### src/rtl/mct_pkg.sv
// Shared types for the memory cycle timer.
// Assumes: a single access at a time; phases advance in a fixed order.
package mct_pkg;

    typedef enum logic [1:0] {
        PH_IDLE   = 2'd0,
        PH_SETUP  = 2'd1,
        PH_ACTIVE = 2'd2,
        PH_HOLD   = 2'd3
    } phase_t;

endpackage

### src/rtl/mct_len_calc.sv
// Converts the bank option fields into phase lengths in clocks.
// Assumes: CNT_W is wide enough for a doubled wait count plus one.
module mct_len_calc #(
    parameter int WAIT_W  = 4,
    parameter int SETUP_W = 2,
    parameter int CNT_W   = 6
) (
    input  logic [WAIT_W-1:0]  wait_cnt,
    input  logic [SETUP_W-1:0] setup_code,
    input  logic               relaxed,
    input  logic               is_read,
    input  logic               ext_hold,
    output logic [CNT_W-1:0]   setup_len,
    output logic [CNT_W-1:0]   act_len,
    output logic [CNT_W-1:0]   hold_len
);

    logic [CNT_W-1:0] su_base;
    logic [CNT_W-1:0] wt_base;

    // Widen the raw fields to counter width.
    always_comb begin
        su_base = CNT_W'(setup_code);
        wt_base = CNT_W'(wait_cnt);
    end

    // Setup and active lengths, doubled under relaxed timing.
    always_comb begin
        setup_len = relaxed ? (su_base << 1) : su_base;
        act_len   = CNT_W'(1) + (relaxed ? (wt_base << 1) : wt_base);
    end

    // Read hold: one idle clock, or two when relaxed.
    always_comb begin
        if (is_read && ext_hold)
            hold_len = relaxed ? CNT_W'(2) : CNT_W'(1);
        else
            hold_len = '0;
    end

endmodule

### src/rtl/mct_seq.sv
// Phase sequencer: accepts start when idle, latches the access options,
// and counts setup, active and hold phases. Produces the acknowledge.
// Assumes: act_len >= 1; lengths are sampled only at an accepted start.
module mct_seq
    import mct_pkg::*;
#(
    parameter int CNT_W = 6
) (
    input  logic             clk,
    input  logic             rst_n,
    input  logic             start,
    input  logic             is_read,
    input  logic             early_neg,
    input  logic             ext_ack_only,
    input  logic             wait_nz,
    input  logic             ext_ack_in,
    input  logic [CNT_W-1:0] setup_len,
    input  logic [CNT_W-1:0] act_len,
    input  logic [CNT_W-1:0] hold_len,
    output phase_t           phase,
    output logic             cnt_zero,
    output logic             rd_q,
    output logic             early_q,
    output logic             eonly_q,
    output logic             wnz_q,
    output logic             ack
);

    logic [CNT_W-1:0] cnt;
    logic [CNT_W-1:0] act_len_q;
    logic [CNT_W-1:0] hold_len_q;

    // Counter reached its last clock of the current phase.
    always_comb cnt_zero = (cnt == '0);

    // Acknowledge: external at any active clock, internal on the last one.
    always_comb ack = (phase == PH_ACTIVE) && (ext_ack_in || (cnt_zero && !eonly_q));

    // Latch the access options at an accepted start.
    always_ff @(posedge clk) begin
        if (!rst_n) begin
            rd_q       <= 1'b0;
            early_q    <= 1'b0;
            eonly_q    <= 1'b0;
            wnz_q      <= 1'b0;
            act_len_q  <= '0;
            hold_len_q <= '0;
        end else if (phase == PH_IDLE && start) begin
            rd_q       <= is_read;
            early_q    <= early_neg;
            eonly_q    <= ext_ack_only;
            wnz_q      <= wait_nz;
            act_len_q  <= act_len;
            hold_len_q <= hold_len;
        end
    end

    // Phase transitions and down-counter.
    always_ff @(posedge clk) begin
        if (!rst_n) begin
            phase <= PH_IDLE;
            cnt   <= '0;
        end else begin
            unique case (phase)
                PH_IDLE: begin
                    if (start) begin
                        if (setup_len != '0) begin
                            phase <= PH_SETUP;
                            cnt   <= setup_len - CNT_W'(1);
                        end else begin
                            phase <= PH_ACTIVE;
                            cnt   <= act_len - CNT_W'(1);
                        end
                    end
                end
                PH_SETUP: begin
                    if (cnt_zero) begin
                        phase <= PH_ACTIVE;
                        cnt   <= act_len_q - CNT_W'(1);
                    end else begin
                        cnt <= cnt - CNT_W'(1);
                    end
                end
                PH_ACTIVE: begin
                    if (ack) begin
                        if (hold_len_q != '0) begin
                            phase <= PH_HOLD;
                            cnt   <= hold_len_q - CNT_W'(1);
                        end else begin
                            phase <= PH_IDLE;
                            cnt   <= '0;
                        end
                    end else if (!cnt_zero) begin
                        cnt <= cnt - CNT_W'(1);
                    end
                end
                PH_HOLD: begin
                    if (cnt_zero) phase <= PH_IDLE;
                    else          cnt   <= cnt - CNT_W'(1);
                end
                default: phase <= PH_IDLE;
            endcase
        end
    end

    // acknowledge never lasts two clocks.
    p_ack_single_r3: assert property (@(posedge clk) disable iff (!rst_n)
        ack |=> !ack);

    // no acknowledge during the read hold.
    p_hold_quiet_r9: assert property (@(posedge clk) disable iff (!rst_n)
        (phase == PH_HOLD) |-> !ack);

    // setup always leads into setup or the active window.
    p_setup_next_r2: assert property (@(posedge clk) disable iff (!rst_n)
        (phase == PH_SETUP) |=> (phase == PH_SETUP || phase == PH_ACTIVE));

    // a start while busy leaves the latched direction unchanged.
    p_busy_latch_r10: assert property (@(posedge clk) disable iff (!rst_n)
        (phase != PH_IDLE) |=> $stable(rd_q));

endmodule

### src/rtl/mct_strobe.sv
// Decodes sequencer state into the active-low device strobes and busy.
// Assumes: phase and option latches come from mct_seq.
module mct_strobe
    import mct_pkg::*;
(
    input  logic   clk,
    input  logic   rst_n,
    input  phase_t phase,
    input  logic   cnt_zero,
    input  logic   rd_q,
    input  logic   early_q,
    input  logic   eonly_q,
    input  logic   wnz_q,
    output logic   cs_n,
    output logic   oe_n,
    output logic   we_n,
    output logic   busy
);

    logic active;
    logic early_cut;

    // Active window and the early-negation clock inside it.
    always_comb begin
        active    = (phase == PH_ACTIVE);
        early_cut = active && cnt_zero && early_q && !eonly_q && wnz_q;
    end

    // Strobe decode; output enable ignores early negation.
    always_comb begin
        cs_n = !(active && !early_cut);
        we_n = !(active && !rd_q && !early_cut);
        oe_n = !(active && rd_q);
        busy = (phase != PH_IDLE);
    end

    // output enable and write enable never overlap.
    p_excl_r5: assert property (@(posedge clk) disable iff (!rst_n)
        !(!oe_n && !we_n));

    // strobes quiet whenever idle.
    p_idle_quiet_r1: assert property (@(posedge clk) disable iff (!rst_n)
        !busy |-> (cs_n && oe_n && we_n));

endmodule

### src/rtl/mem_cycle_timer.sv
// Top: single-access strobe timer for an asynchronous device.
// Assumes: start is a pulse; options are valid in the start cycle.
module mem_cycle_timer
    import mct_pkg::*;
#(
    parameter int WAIT_W  = 4,
    parameter int SETUP_W = 2
) (
    input  logic               clk,
    input  logic               rst_n,
    input  logic               start,
    input  logic               is_read,
    input  logic [WAIT_W-1:0]  wait_cnt,
    input  logic [SETUP_W-1:0] setup_code,
    input  logic               relaxed,
    input  logic               early_neg,
    input  logic               ext_hold,
    input  logic               ext_ack_only,
    input  logic               ext_ack_in,
    output logic               cs_n,
    output logic               oe_n,
    output logic               we_n,
    output logic               ack,
    output logic               busy
);

    localparam int CNT_W = ((WAIT_W > SETUP_W) ? WAIT_W : SETUP_W) + 2;

    logic [CNT_W-1:0] setup_len;
    logic [CNT_W-1:0] act_len;
    logic [CNT_W-1:0] hold_len;
    phase_t           phase;
    logic             cnt_zero;
    logic             rd_q;
    logic             early_q;
    logic             eonly_q;
    logic             wnz_q;
    logic             wait_nz;

    // Nonzero wait count enables early negation.
    always_comb wait_nz = (wait_cnt != '0);

    mct_len_calc #(.WAIT_W(WAIT_W), .SETUP_W(SETUP_W), .CNT_W(CNT_W)) u_len (
        .wait_cnt  (wait_cnt),
        .setup_code(setup_code),
        .relaxed   (relaxed),
        .is_read   (is_read),
        .ext_hold  (ext_hold),
        .setup_len (setup_len),
        .act_len   (act_len),
        .hold_len  (hold_len)
    );

    mct_seq #(.CNT_W(CNT_W)) u_seq (
        .clk         (clk),
        .rst_n       (rst_n),
        .start       (start),
        .is_read     (is_read),
        .early_neg   (early_neg),
        .ext_ack_only(ext_ack_only),
        .wait_nz     (wait_nz),
        .ext_ack_in  (ext_ack_in),
        .setup_len   (setup_len),
        .act_len     (act_len),
        .hold_len    (hold_len),
        .phase       (phase),
        .cnt_zero    (cnt_zero),
        .rd_q        (rd_q),
        .early_q     (early_q),
        .eonly_q     (eonly_q),
        .wnz_q       (wnz_q),
        .ack         (ack)
    );

    mct_strobe u_strobe (
        .clk     (clk),
        .rst_n   (rst_n),
        .phase   (phase),
        .cnt_zero(cnt_zero),
        .rd_q    (rd_q),
        .early_q (early_q),
        .eonly_q (eonly_q),
        .wnz_q   (wnz_q),
        .cs_n    (cs_n),
        .oe_n    (oe_n),
        .we_n    (we_n),
        .busy    (busy)
    );

    // R11-style guard for R3: acknowledge only while busy.
    p_ack_busy_r3: assert property (@(posedge clk) disable iff (!rst_n)
        ack |-> busy);

    // busy falls only after an ack or from the hold phase.
    p_busy_fall_r9: assert property (@(posedge clk) disable iff (!rst_n)
        (busy && !ack && phase != PH_HOLD) |=> busy);

endmodule

### config.mk
export PLATFORM = sky130hd
export DESIGN_NAME = mem_cycle_timer
export DESIGN_NICKNAME = d
export VERILOG_FILES = /design/src/rtl/mct_pkg.sv /design/src/rtl/mct_len_calc.sv /design/src/rtl/mct_seq.sv /design/src/rtl/mct_strobe.sv /design/src/rtl/mem_cycle_timer.sv
export SDC_FILE = /design/constraint.sdc
export NUM_CORES = 1
export LEC_CHECK = 0
export BUFFER_PORTS_ARGS = -buffer_cell sky130_fd_sc_hd__buf_2
export CORE_ASPECT_RATIO = 0.5
export CORE_MARGIN = 2
export CORE_UTILIZATION = 59
export CTS_CLUSTER_SIZE = 14
export DETAILED_ROUTE_END_ITERATION = 8
export PLACE_DENSITY = 0.8
export SLEW_MARGIN = 20
export SYNTH_ARGS = -nofsm -noshare
export SYNTH_HDL_FRONTEND = slang
export SYNTH_HIERARCHICAL = 1
export SYNTH_SLANG_ARGS = --single-unit
### constraint.sdc
create_clock -name clk -period 2.4 [get_ports clk]
set_input_delay 0.24 -clock clk [delete_from_list [all_inputs] [get_ports clk]]
set_output_delay 0.24 -clock clk [all_outputs]
set_load 0.005 [all_outputs]
==> results of run 1 <==
-- cell families after synthesis --
kind of cell | Yosys count | share of synthesized area
flops | 24 | 0.264
other cells | 1 | 0.00206
buf+inv | 30 | 0.0805
simple gates | 97 | 0.264
mux | 4 | 0.0227
xor+xnor | 14 | 0.0674
compound gates | 74 | 0.264
fa+ha+maj | 5 | 0.0344
-- cell type report --
class,count,area (um2)
sequential,24,480
inverter,13,52.6
multi-input combinational,202,1220
clock buffer,3,41.3
timing repair buffer,27,155
clock inverter,1,30.0
fill,254,946
tap,40,50.0
-- worst max-delay path: stages (launching register included) --
cell and delay (ps):
sky130_fd_sc_hd__dfxtp_1 350, sky130_fd_sc_hd__inv_1 60, sky130_fd_sc_hd__ha_1 190, sky130_fd_sc_hd__nor3b_2 320
sky130_fd_sc_hd__nand2_1 240, sky130_fd_sc_hd__clkinvlp_4 220, sky130_fd_sc_hd__nand4b_4 120, sky130_fd_sc_hd__nand3b_1 90
sky130_fd_sc_hd__buf_2 110
-- worst max-delay path by stage --
stage / startpoint / end / slack, ps / depth (start not counted)
floorplan: relaxed / u_seq/cnt[4] / 270 / 8
global placement: relaxed / u_seq/cnt[4] / 160 / 8
detailed placement: relaxed / u_seq/cnt[4] / 70 / 8
CTS: u_seq/cnt[1] / we_n / 40 / 8
global route: u_seq/cnt[1] / we_n / 20 / 8
finish: u_seq/cnt[1] / we_n / 180 / 8
-- metrics by stage --
| stage | hold slack (ps) | std cells | util | cell area [um2] |
|---|---|---|---|---|
| 6_report | 192 | 310 | 0.682 | 2030 |
| 5_1_grt | 229 | 310 | 0.682 | 2030 |
| 4_1_cts | 199 | 310 | 0.679 | 2020 |
| 3_5_place_dp | 461 | 306 | 0.655 | 1950 |
| 3_3_place_gp | 458 | 306 | 0.655 | 1950 |
| 2_1_floorplan | 361 | 256 | - | 1840 |
-- cell usage after synthesis, types with 2 or more instances --
cell type                  instances
sky130_fd_sc_hd__a211oi_1          2
sky130_fd_sc_hd__a21oi_1          31
sky130_fd_sc_hd__a221oi_1          3
sky130_fd_sc_hd__a22oi_1           2
sky130_fd_sc_hd__a311oi_1          2
sky130_fd_sc_hd__a31o_2            2
sky130_fd_sc_hd__a31oi_1           6
sky130_fd_sc_hd__and2_1            2
sky130_fd_sc_hd__buf_2             3
sky130_fd_sc_hd__buf_4             8
sky130_fd_sc_hd__clkbuf_1          6
sky130_fd_sc_hd__dfxtp_1          24
sky130_fd_sc_hd__ha_1              5
sky130_fd_sc_hd__inv_1            12
sky130_fd_sc_hd__mux2i_1           3
sky130_fd_sc_hd__nand2_1          50
sky130_fd_sc_hd__nand2b_1          2
sky130_fd_sc_hd__nor2_1           14
sky130_fd_sc_hd__nor2b_1           3
sky130_fd_sc_hd__nor3_1            8
sky130_fd_sc_hd__nor3b_1           3
sky130_fd_sc_hd__o21ai_0           8
sky130_fd_sc_hd__o22ai_1           3
sky130_fd_sc_hd__o31ai_1           2
sky130_fd_sc_hd__or4_1             4
sky130_fd_sc_hd__xnor2_1           8
sky130_fd_sc_hd__xor2_1            6
-- power breakdown --
group,switching [mW],leakage [nW],internal (mW)
Sequential,0.0890,0.198,0.462
Clock,0.143,0.0357,0.223
Combinational,0.403,0.588,0.297
Total,0.635,0.821,0.982
-- flip-flops by register name (all words and copies together), names as in the netlist --
| register | count |
|---|---|
| u_seq/act_len_q | 6 |
| u_seq/cnt | 6 |
| u_seq/hold_len_q | 6 |
| u_seq/phase | 2 |
| u_seq/early_q | 1 |
| u_seq/eonly_q | 1 |
| u_seq/rd_q | 1 |
| u_seq/wnz_q | 1 |
-- routing by layer --
layer,routed length (um),share of wire,vias up
li1,-,-,912
met1,2160,0.46,847
met2,2010,0.42,106
met3,490,0.10,12
met4,72,0.015,0
met5,0,0,-
==> metrics list, run 1 <==
- Average wire per cell in the routed design: 15.3 um
- GP Congestion: 0.984
- Hold Buf Count CTS: 0
- In this run, synthesis inferred 0 flip-flops with an integrated enable.
* Global routing usage on met3: 0.109
- In this run the critical register-to-register path is launched from u_seq/cnt[1].
* Detailed Routing Iterations Pass 1: 5
- Across the run, the number of max-cap violations was 0.
- Met1 demand-to-capacity share in global routing: 0.402
- STA puts the critical path data required time at 2160 ps.
* Number of port buffers: 19
- Worst slew slack as a fraction of its limit: 0.537
- For the pin with the worst max-slew slack, the measured transition is 693 ps.
* Antenna Violating Nets Remaining: 0
* Reg-to-reg slack, setup: 270 ps
- TritonCTS created 3 clock buffers.
* Crit path DAT: 1980 ps
- Total power per unit cell area: 796 mW/mm2
* Final Net Count: 291
* Commonest cells after routing, fill and taps aside: sky130_fd_sc_hd__nand2_1 (50), sky130_fd_sc_hd__a21oi_1 (31), sky130_fd_sc_hd__dfxtp_1 (24)
- Die height: 43.3 um
- During I/O placement, the number of pins put on the boundary was 20.
- Routed via count: 1877
* Die outline area: 0.00357 mm2
- Insertion delay to the later sink of the worst-skew pair: 270 ps
- Number of global-route vias before repair: 1741
* Buffer count from post-CTS setup fixing: 0
- The worst hold path terminates at u_seq/early_q.
- Detailed placement ended at an HPWL of 3570 um.
* Worst slack after detailed placement: 65.4 ps
- Clock edge transition at the registers on the reported setup and hold paths: 90 ps
- Share of the synthesized area in the top cell type: 0.264
* Kind of start point of the critical path: register
- For this run, the leading register cell type out of synthesis is sky130_fd_sc_hd__dfxtp_1.
- Worst r2r dst: u_seq/cnt[4]
- Layer carrying the most global-route usage: met2
- Synthesis handed over a netlist of 249 instances.
- The design draws 1.62 mW.
* Start-to-end type of the worst setup path: register to output pin
- In this run the horizontal extent of the chip is 82.5 um.
* Core outline area: 0.00298 mm2
- Setup violations remaining at the end of the flow were counted as 0.
* Static leakage: 0.821 nW
- Between clock sinks in the finished design, the worst skew comes to 2.47 ps.
- Commonest non-fill, non-tap cell in the layout: sky130_fd_sc_hd__nand2_1
* Combined area of all synthesized cells: 0.00182 mm2
* Hold path start: early_neg
- The floorplan has 14 rows.
- The flow ran to the end, and the final reports show no timing, DRC or antenna violations.
- The worst path needs 2220 ps of the cycle, external delays included.
* Seq cells post-synth: 24
* Clock tree buffer depth: 2
- For this design, the sink count on the clock tree is 24.
- Of the cells placed in the final design, the portion with a size suffix greater than 1 is 0.163.
- The number of cells on the worst reg-to-reg path is 8.
- The netlist uses 54 different library cells.
- TritonCTS built the clock tree.
- Gr usage total: 0.296
- Across all setup checks in the final design, the least slack found is 175 ps.
- Register area share after synthesis: 0.264
- For this block, the routed nets add up to 4730 um of wire.
* Average via count per standard cell: 6.05
- In this run the worst hold path is classified as input port to register.
* Top cell type by total area after synthesis: sky130_fd_sc_hd__dfxtp_1
- Of all nets on the critical path, the largest fanout is 7.
- Slew Limit Fails: 0
- Number of warning messages in the yosys log: 6
* Count of routing violations after the opening detailed-route iteration: 226
* Peak supply drop: 0.492 mV
- Largest net degree at the start of global routing: 21
- Final critical-path share of the clock period: 0.927
- For this run the aggregate overflow at the end of global routing stands at 0.
* Cells taking the most area after synthesis: sky130_fd_sc_hd__dfxtp_1 (26%), sky130_fd_sc_hd__nand2_1 (10%), sky130_fd_sc_hd__a21oi_1 (8.5%)
* Fraction of registers with async set or reset after synthesis: 0
- In this run the clock root is driven by a sky130_fd_sc_hd__clkbuf_8.
* CTS H-Tree Depth: 1
- Met2 GRT Util: 0.455
- For this run, the top clock speed supported by timing is 450 MHz.
- Antenna Diode Count: 0
* First-pass GRT wire length: 8000 um
* Total negative setup slack: 0 ps
- The worst setup path is captured at an output pin.
- In this run, post-CTS repair resized a total of 0 instances.
- Post-route DRC violation count: 0
- The average instance in the mapped netlist occupies 7.30 um2.
- Cell depth of the worst min-delay path: 3
* Number of hold violations in the final report: 0
- Initial antenna violation count: 0
* P&R area growth vs syn: 11.8%
- Starting Density: 0.611
* RSZ-0062 raised after global routing: no
(Power assumes the default switching activity.)
==> inputs of run 2 (changes only) <==
Settings changed: CORE_MARGIN 2 to 5, CORE_UTILIZATION 59 to 60, PLACE_DENSITY 0.8 to 0.81.
Clock period 2.4 ns to 2.7 ns, I/O delays scaled along.
==> run 2 against run 1 <==
  * Routed wire length up 6.2%
  * Via count up 1.5%
  * Clock-buffer cell count up 1
  * Clock skew down 0.69 ps
  * First-iteration DRC count down 6.2%
  * Final cell count down 0.65%
  * Utilization down 0.95 points
  * Setup slack better by 110 ps
  * Largest cell class unchanged
==> metrics list, run 2 (same netlist as run 1, synthesis figures left out) <==
- Average wire per cell in the routed design: 16.3 um (+6.9%)
- Subtracting the final worst setup slack from the clock period gives 2410 ps.
- Kind of start point of the critical path: register
- The setup clock skew after layout was 1.77 ps (-0.695 ps).
* Met2 GRT Util: 0.364 (-0.0911)
- The filler cell count came to 258 (+1.6%).
- P&R area growth vs syn: 9.57%
- The largest registers in the layout are u_seq/act_len_q: 6 flops, u_seq/cnt: 6 flops, u_seq/hold_len_q: 6 flops.
* Slew Limit Fails: 0 (unchanged)
- Antenna Diode Count: 0 (unchanged)
- Static leakage: 0.805 nW (-2.0%)
* Count of routing violations after the opening detailed-route iteration: 212 (-6.2%)
- The total overflow reported by the global router was 0 (unchanged).
- Met1 demand-to-capacity share in global routing: 0.333 (-0.0686)
* Global routing usage on met3: 0.0641 (-0.0444)
* Smallest setup slack after layout: 285 ps (+110 ps)
* Number of buffers created by CTS: 3 (unchanged)
- Die height: 48.9 um (+13%)
- Clock edge transition at the registers on the reported setup and hold paths: 90 ps (about the same)
- Sequential cell area: 480 um2 (unchanged)
* Total negative setup slack: 0 ps (unchanged)
* Final critical-path share of the clock period: 0.894
- Number of hold violations in the final report: 0 (unchanged)
- The die boundary width was 87.8 um (+6.5%).
- Clock tree buffer depth: 2 (unchanged)
* Antenna Violating Nets Remaining: 0 (unchanged)
- Routed via count: 1905 (+1.5%)
- Commonest non-fill, non-tap cell in the layout: sky130_fd_sc_hd__nand2_1
- RSZ-0062 raised after global routing: no
* Required arrival time at the worst endpoint: 2430 ps (+270 ps)
* Number of port buffers: 19 (unchanged)
* Initial antenna violation count: 0 (unchanged)
- Critical path launch point: u_seq/cnt[0]
* Start-to-end type of the worst setup path: register to output pin
- Final standard cell count with taps included and fillers excluded: 308 (-0.65%)
- First-pass GRT wire length: 8310 um (+3.9%)
- The normalized max-slew margin was 0.534 (-0.00307).
- Buffer count from post-CTS setup fixing: 0 (unchanged)
- The vias per cell came to 6.19 (+2.2%).
- The clock sink total came to 24 (unchanged).
- The clock latency on the worst-skew pair is 270 ps (about the same).
- The worst hold path belongs to the class input port to register.
- Layer carrying the most global-route usage: met2
- The total power per unit cell area came to 685 mW/mm2 (-14%).
* Max-cap viol count: 0 (unchanged)
- The maximum fanout encountered on the critical timing path is 7 (unchanged).
- TritonCTS clock tree: yes
* Hold path start: early_neg
* Proportion of layout cells with a drive suffix above 1: 0.149 (-0.0137)
- Worst slack after detailed placement: 266 ps (+201 ps)
- The transition time of the tightest slew-check pin came to 698 ps (+4.60 ps).
- Sort of element at the end of the critical path: output pin
- The total number of placement rows was 14 (unchanged).
- Post-Route WL: 5030 um (+6.2%)
- Detailed Routing Iterations Pass 1: 5 (unchanged)
* Largest net degree at the start of global routing: 21 (unchanged)
- Reg-to-reg slack, setup: 370 ps (+100 ps)
* Crit path DAT: 2140 ps (+160 ps)
* Post-route DRC violation count: 0 (unchanged)
* Core outline area: 0.00296 mm2 (-0.59%)
- Commonest cells after routing, fill and taps aside: sky130_fd_sc_hd__nand2_1 (50), sky130_fd_sc_hd__a21oi_1 (31), sky130_fd_sc_hd__dfxtp_1 (24)
- Maximum achievable frequency: 414 MHz
- Hold Buf Count CTS: 0 (unchanged)
- Footprint of the multi-input gates: 0.00122 mm2 (-0.41%)
* Starting Density: 0.614 (+0.00361)
- Die outline area: 0.00430 mm2 (+20%)
- The number of nets in the finished design is 289 (-0.69%).
* Peak supply drop: 0.366 mV (-26%)
* Hpwl dp: 3740 um (+4.6%)
- CTS H-Tree Depth: 1 (unchanged)
- Gr usage total: 0.242 (-0.0536)
- The flow ran to the end, and the final reports show no timing, DRC or antenna violations.
- The number of primary I/O pins came to 20 (unchanged).
- Number of gates given a new drive strength after cts: 0 (unchanged)
- Buffer cell driving the clock tree root: sky130_fd_sc_hd__clkbuf_8
- Number of global-route vias before repair: 1759 (+1.0%)
- Worst reg2reg startpoint: u_seq/cnt[0]
* GP Congestion: 0.918 (-6.7%)
- Inst Count DP: 304 (-0.65%)
* Number of setup violations in the final report: 0 (unchanged)
[run 2: worst paths after layout]
kind / end / cells after the start
hold reg to reg: u_seq/act_len_q[5] / 2
setup / recovery: we_n / 8
hold / removal: u_seq/early_q / 3
setup reg to reg: u_seq/cnt[4] / 8
[run 2: cell type report]
type | instances | area share
flip-flops and latches | 24 | 0.241
well taps | 40 | 0.0251
multi-input cells | 202 | 0.611
inverters | 13 | 0.0245
repair buffers | 25 | 0.0704
clock buffers | 4 | 0.0276
[run 2: worst max-delay path: stages, from the launching register on]
cell and delay (ps):
sky130_fd_sc_hd__dfxtp_1 490, sky130_fd_sc_hd__inv_1 80, sky130_fd_sc_hd__ha_1 250, sky130_fd_sc_hd__nor3b_1 170, sky130_fd_sc_hd__nand2_1 200, sky130_fd_sc_hd__clkinv_1 300
sky130_fd_sc_hd__nand4b_4 190, sky130_fd_sc_hd__nand3b_1 80, sky130_fd_sc_hd__buf_2 130
[run 2: per-stage QoR]
step / total power [mW] / hold WS [ps] / instance area, um2 / util
floorplan: 0.923 / 391 / 1840 / -
global placement: 1.07 / 456 / 1940 / 0.654
detailed placement: 1.09 / 469 / 1940 / 0.654
CTS: 1.34 / 233 / 1990 / 0.673
global route: 1.45 / 257 / 1990 / 0.673
finish: 1.36 / 237 / 1990 / 0.673
[run 2: layer usage]
layer | vias to the layer above | share of wire
li1 | 909 | -
met3 | 24 | 0.11
met4 | 0 | 0.027
met1 | 846 | 0.45
met2 | 126 | 0.41
met5 | - | 0
[run 2: report_power, final]
| part | total (mW) | internal (mW) | switching [mW] | leakage, nW |
|---|---|---|---|---|
| combinational | 0.621 | 0.258 | 0.363 | 0.579 |
| sequential | 0.494 | 0.410 | 0.0840 | 0.198 |
| clock | 0.249 | 0.130 | 0.118 | 0.0288 |
| total | 1.36 | 0.799 | 0.565 | 0.805 |
==> inputs of run 3 (changes only) <==
Settings changed: CORE_UTILIZATION 60 to 35, PLACE_DENSITY 0.81 to unset.
==> run 3 against run 2 <==
  * Sequential cell count stayed put
  * First-iteration DRC count shrank 40%
  * Clock skew up 6.6 ps
  * Maximum frequency increased by 3.5%
  * Via count fell by 5.2%
  * Die area grew 59%
  * Non-clock buffer count is 1 higher
  * Critical path type unchanged
  * Critical endpoint unchanged
  * Highest routed layer unchanged
==> metrics list, run 3 (same netlist as run 1, synthesis figures left out) <==
* TritonCTS clock tree: yes
* Starting Density: 0.365 (-0.249)
- The combined area of the multi-input logic cells is 0.00122 mm2 (unchanged).
- The fraction of power consumed by the clock network is 0.223 (+0.041).
* CTS H-Tree Depth: 1 (unchanged)
- Largest net degree at the start of global routing: 21 (unchanged)
- The placeable core region was 0.00498 mm2 (+68%).
- The area enclosed by the die boundary was 0.00682 mm2 (+59%).
* Worst reg2reg startpoint: u_seq/cnt[0]
- Required arrival time at the worst endpoint: 2430 ps (about the same)
- The first-iteration detailed-routing DRC count came to 128 (-40%).
- In the final layout, the registers with the most flip-flops are u_seq/act_len_q: 6 flops, u_seq/cnt: 6 flops, u_seq/hold_len_q: 6 flops.
- STA classifies the critical path startpoint as a register.
* R2R cell count: 8 (unchanged)
* Gr usage total: 0.147 (-0.0954)
- The transition time of the tightest slew-check pin came to 710 ps (+11.9 ps).
- P&R area growth vs syn: 12.9%
- Min cycle time layout: 2330 ps (-81.4 ps)
- The total overflow reported by the global router came to 0 (unchanged).
- Worst r2r dst: u_seq/cnt[4]
- Detailed Routing Iterations Pass 1: 4 (-1)
- Hold Buf Count CTS: 0 (unchanged)
* Sort of element at the end of the critical path: output pin
* Biggest fanout along the worst timing path: 7 (unchanged)
- The register clock-pin slew on the reported worst setup and hold paths came to 90 ps (about the same).
- Net load switching power: 558 uW (-1.3%)
- The internal power was 876 uW (+9.6%).
- The share of total power consumed by net switching is 0.389 (-0.0252).
* Hold Slack: 229 ps (-7.75 ps)
- Tracing the worst setup path back leads to its startpoint at u_seq/cnt[0].
* Initial antenna violation count: 0 (unchanged)
- The worst setup path is of the register to output pin kind.
* Final critical-path share of the clock period: 0.864 (-0.0302)
* Buffer count from post-CTS setup fixing: 0 (unchanged)
* Number of global-route vias before repair: 1621 (-7.8%)
- The total DRC errors in the routed layout came to 0 (unchanged).
* GP Congestion: 0.953 (+3.8%)
- Number of setup violations in the final report: 0 (unchanged)
- The data arrival time of the critical path is 2060 ps (-80 ps).
- Number of port buffers: 19 (unchanged)
- First-pass GRT wire length: 7980 um (-4.0%)
- Reg-to-reg slack, setup: 400 ps (+30 ps)
* Filler instances: 513 (+99%)
- Total negative setup slack: 0 ps (unchanged)
- Commonest non-fill, non-tap cell in the layout: sky130_fd_sc_hd__nand2_1
- The setup clock skew after layout is 8.35 ps (+6.58 ps).
- Slew Limit Fails: 0 (unchanged)
- The final total power is 1.43 mW (+5.1%).
- The number of buffers created by CTS came to 3 (unchanged).
- The leakage power of the design is 0.817 nW (+1.5%).
- The vias per cell came to 5.32 (-14%).
- RSZ-0062 raised after global routing: no
- Clock tree buffer depth: 2 (unchanged)
* Final Net Count: 290 (+0.35%)
* Post-Route WL: 4970 um (-1.1%)
* Antenna Violating Nets Remaining: 0 (unchanged)
- The total placed cells including tap cells is 335 (+10%).
- Sinks on Clock Net: 24 (unchanged)
- Number of gates given a new drive strength after cts: 0 (unchanged)
- The flip-flop and latch area came to 480 um2 (unchanged).
- The most critical setup path has its endpoint at we_n.
* Final standard cell count with taps included and fillers excluded: 339 (+10%)
* Die height: 61.0 um (+25%)
* Antenna Diode Count: 0 (unchanged)
- The post-detailed-placement half-perimeter wirelength was 3840 um (+2.8%).
- In the layout the commonest cells are sky130_fd_sc_hd__nand2_1 (50), sky130_fd_sc_hd__a21oi_1 (31), sky130_fd_sc_hd__dfxtp_1 (24).
- Average wire per cell in the routed design: 14.7 um (-10%)
- Portion of total power attributed to combinational logic: 0.448 (-0.007)
- Worst Hold Class: input port to register
* Maximum achievable frequency: 429 MHz (+3.5%)
* Buffer cell driving the clock tree root: sky130_fd_sc_hd__clkbuf_8
- The maximum vdd drop is 0.238 mV (-35%).
- Num rows: 18 (+4)
- Proportion of layout cells with a drive suffix above 1: 0.152 (+0.00316)
- Total power per unit cell area: 698 mW/mm2 (+2.0%)
* Portion of total power attributed to sequential cells: 0.330 (-0.032)
- Routed via count: 1805 (-5.2%)
- The number of primary I/O pins came to 20 (unchanged).
- Horizontal die dimension: 112 um (+27%)
- Insertion delay to the later sink of the worst-skew pair: 270 ps (about the same)
- The reported max-cap violation count is 0 (unchanged).
- The post-route core utilization is 0.413 (-0.260).
- The hold violation total from the final report came to 0 (unchanged).
* Status: finished clean
- Worst slew slack as a fraction of its limit: 0.526 (-0.00795)
## run 3: cell types whose count changed in the layout (fill, tap and decap cells not counted)
cell / delta
sky130_fd_sc_hd__clkbuf_8: -1
sky130_fd_sc_hd__buf_4: +1
sky130_fd_sc_hd__bufinv_16: +1
## run 3: worst min path at each step
stage | start | endpoint | cells past startpoint
finish | early_neg | u_seq/early_q | 3
global route | ext_ack_only | u_seq/eonly_q | 3
CTS | ext_ack_only | u_seq/eonly_q | 3
detailed placement | u_seq/act_len_q[5] | u_seq/act_len_q[5] | 2
global placement | u_seq/act_len_q[5] | u_seq/act_len_q[5] | 2
floorplan | rst_n | u_seq/cnt[2] | 2
## run 3: layer usage
metal,track usage,up-vias,share of wire
met5,0,-,0
met2,0.252,68,0.43
met1,0.199,822,0.49
met3,0.0269,9,0.072
li1,-,906,-
met4,0.0277,0,0.011
## run 3: final cells by class
cell class / instances / area share
clock buffers: 3 / 0.0201
clock inverters: 1 / 0.0146
inverters: 13 / 0.0238
multi-input cells: 202 / 0.593
flip-flops and latches: 24 / 0.234
well taps: 70 / 0.0427
repair buffers: 26 / 0.0719
## run 3: per-stage QoR
| step | area, um2 | setup slack, ps |
|---|---|---|
| 2_1_floorplan | 1840 | 535 |
| 3_3_place_gp | 1980 | 339 |
| 3_5_place_dp | 1980 | 279 |
| 4_1_cts | 2050 | 410 |
| 5_1_grt | 2050 | 237 |
| 6_report | 2050 | 366 |
## run 3: critical path, stage by stage, from the launching register on
cell and delay, ps:
sky130_fd_sc_hd__dfxtp_1 380, sky130_fd_sc_hd__inv_1 90, sky130_fd_sc_hd__ha_1 220, sky130_fd_sc_hd__nor3b_1 300, sky130_fd_sc_hd__nand2_1 230, sky130_fd_sc_hd__clkinv_1 120, sky130_fd_sc_hd__buf_4 160, sky130_fd_sc_hd__nand4b_4 100
sky130_fd_sc_hd__nand3b_1 90, sky130_fd_sc_hd__buf_2 110
## run 3: power groups by stage
stage	logic (mW)	registers, mW	clock network, mW
4_1_cts	0.629	0.471	0.324
3_3_place_gp	0.618	0.478	0
6_report	0.642	0.473	0.319
5_1_grt	0.704	0.478	0.336
2_1_floorplan	0.457	0.466	0
3_5_place_dp	0.623	0.479	0
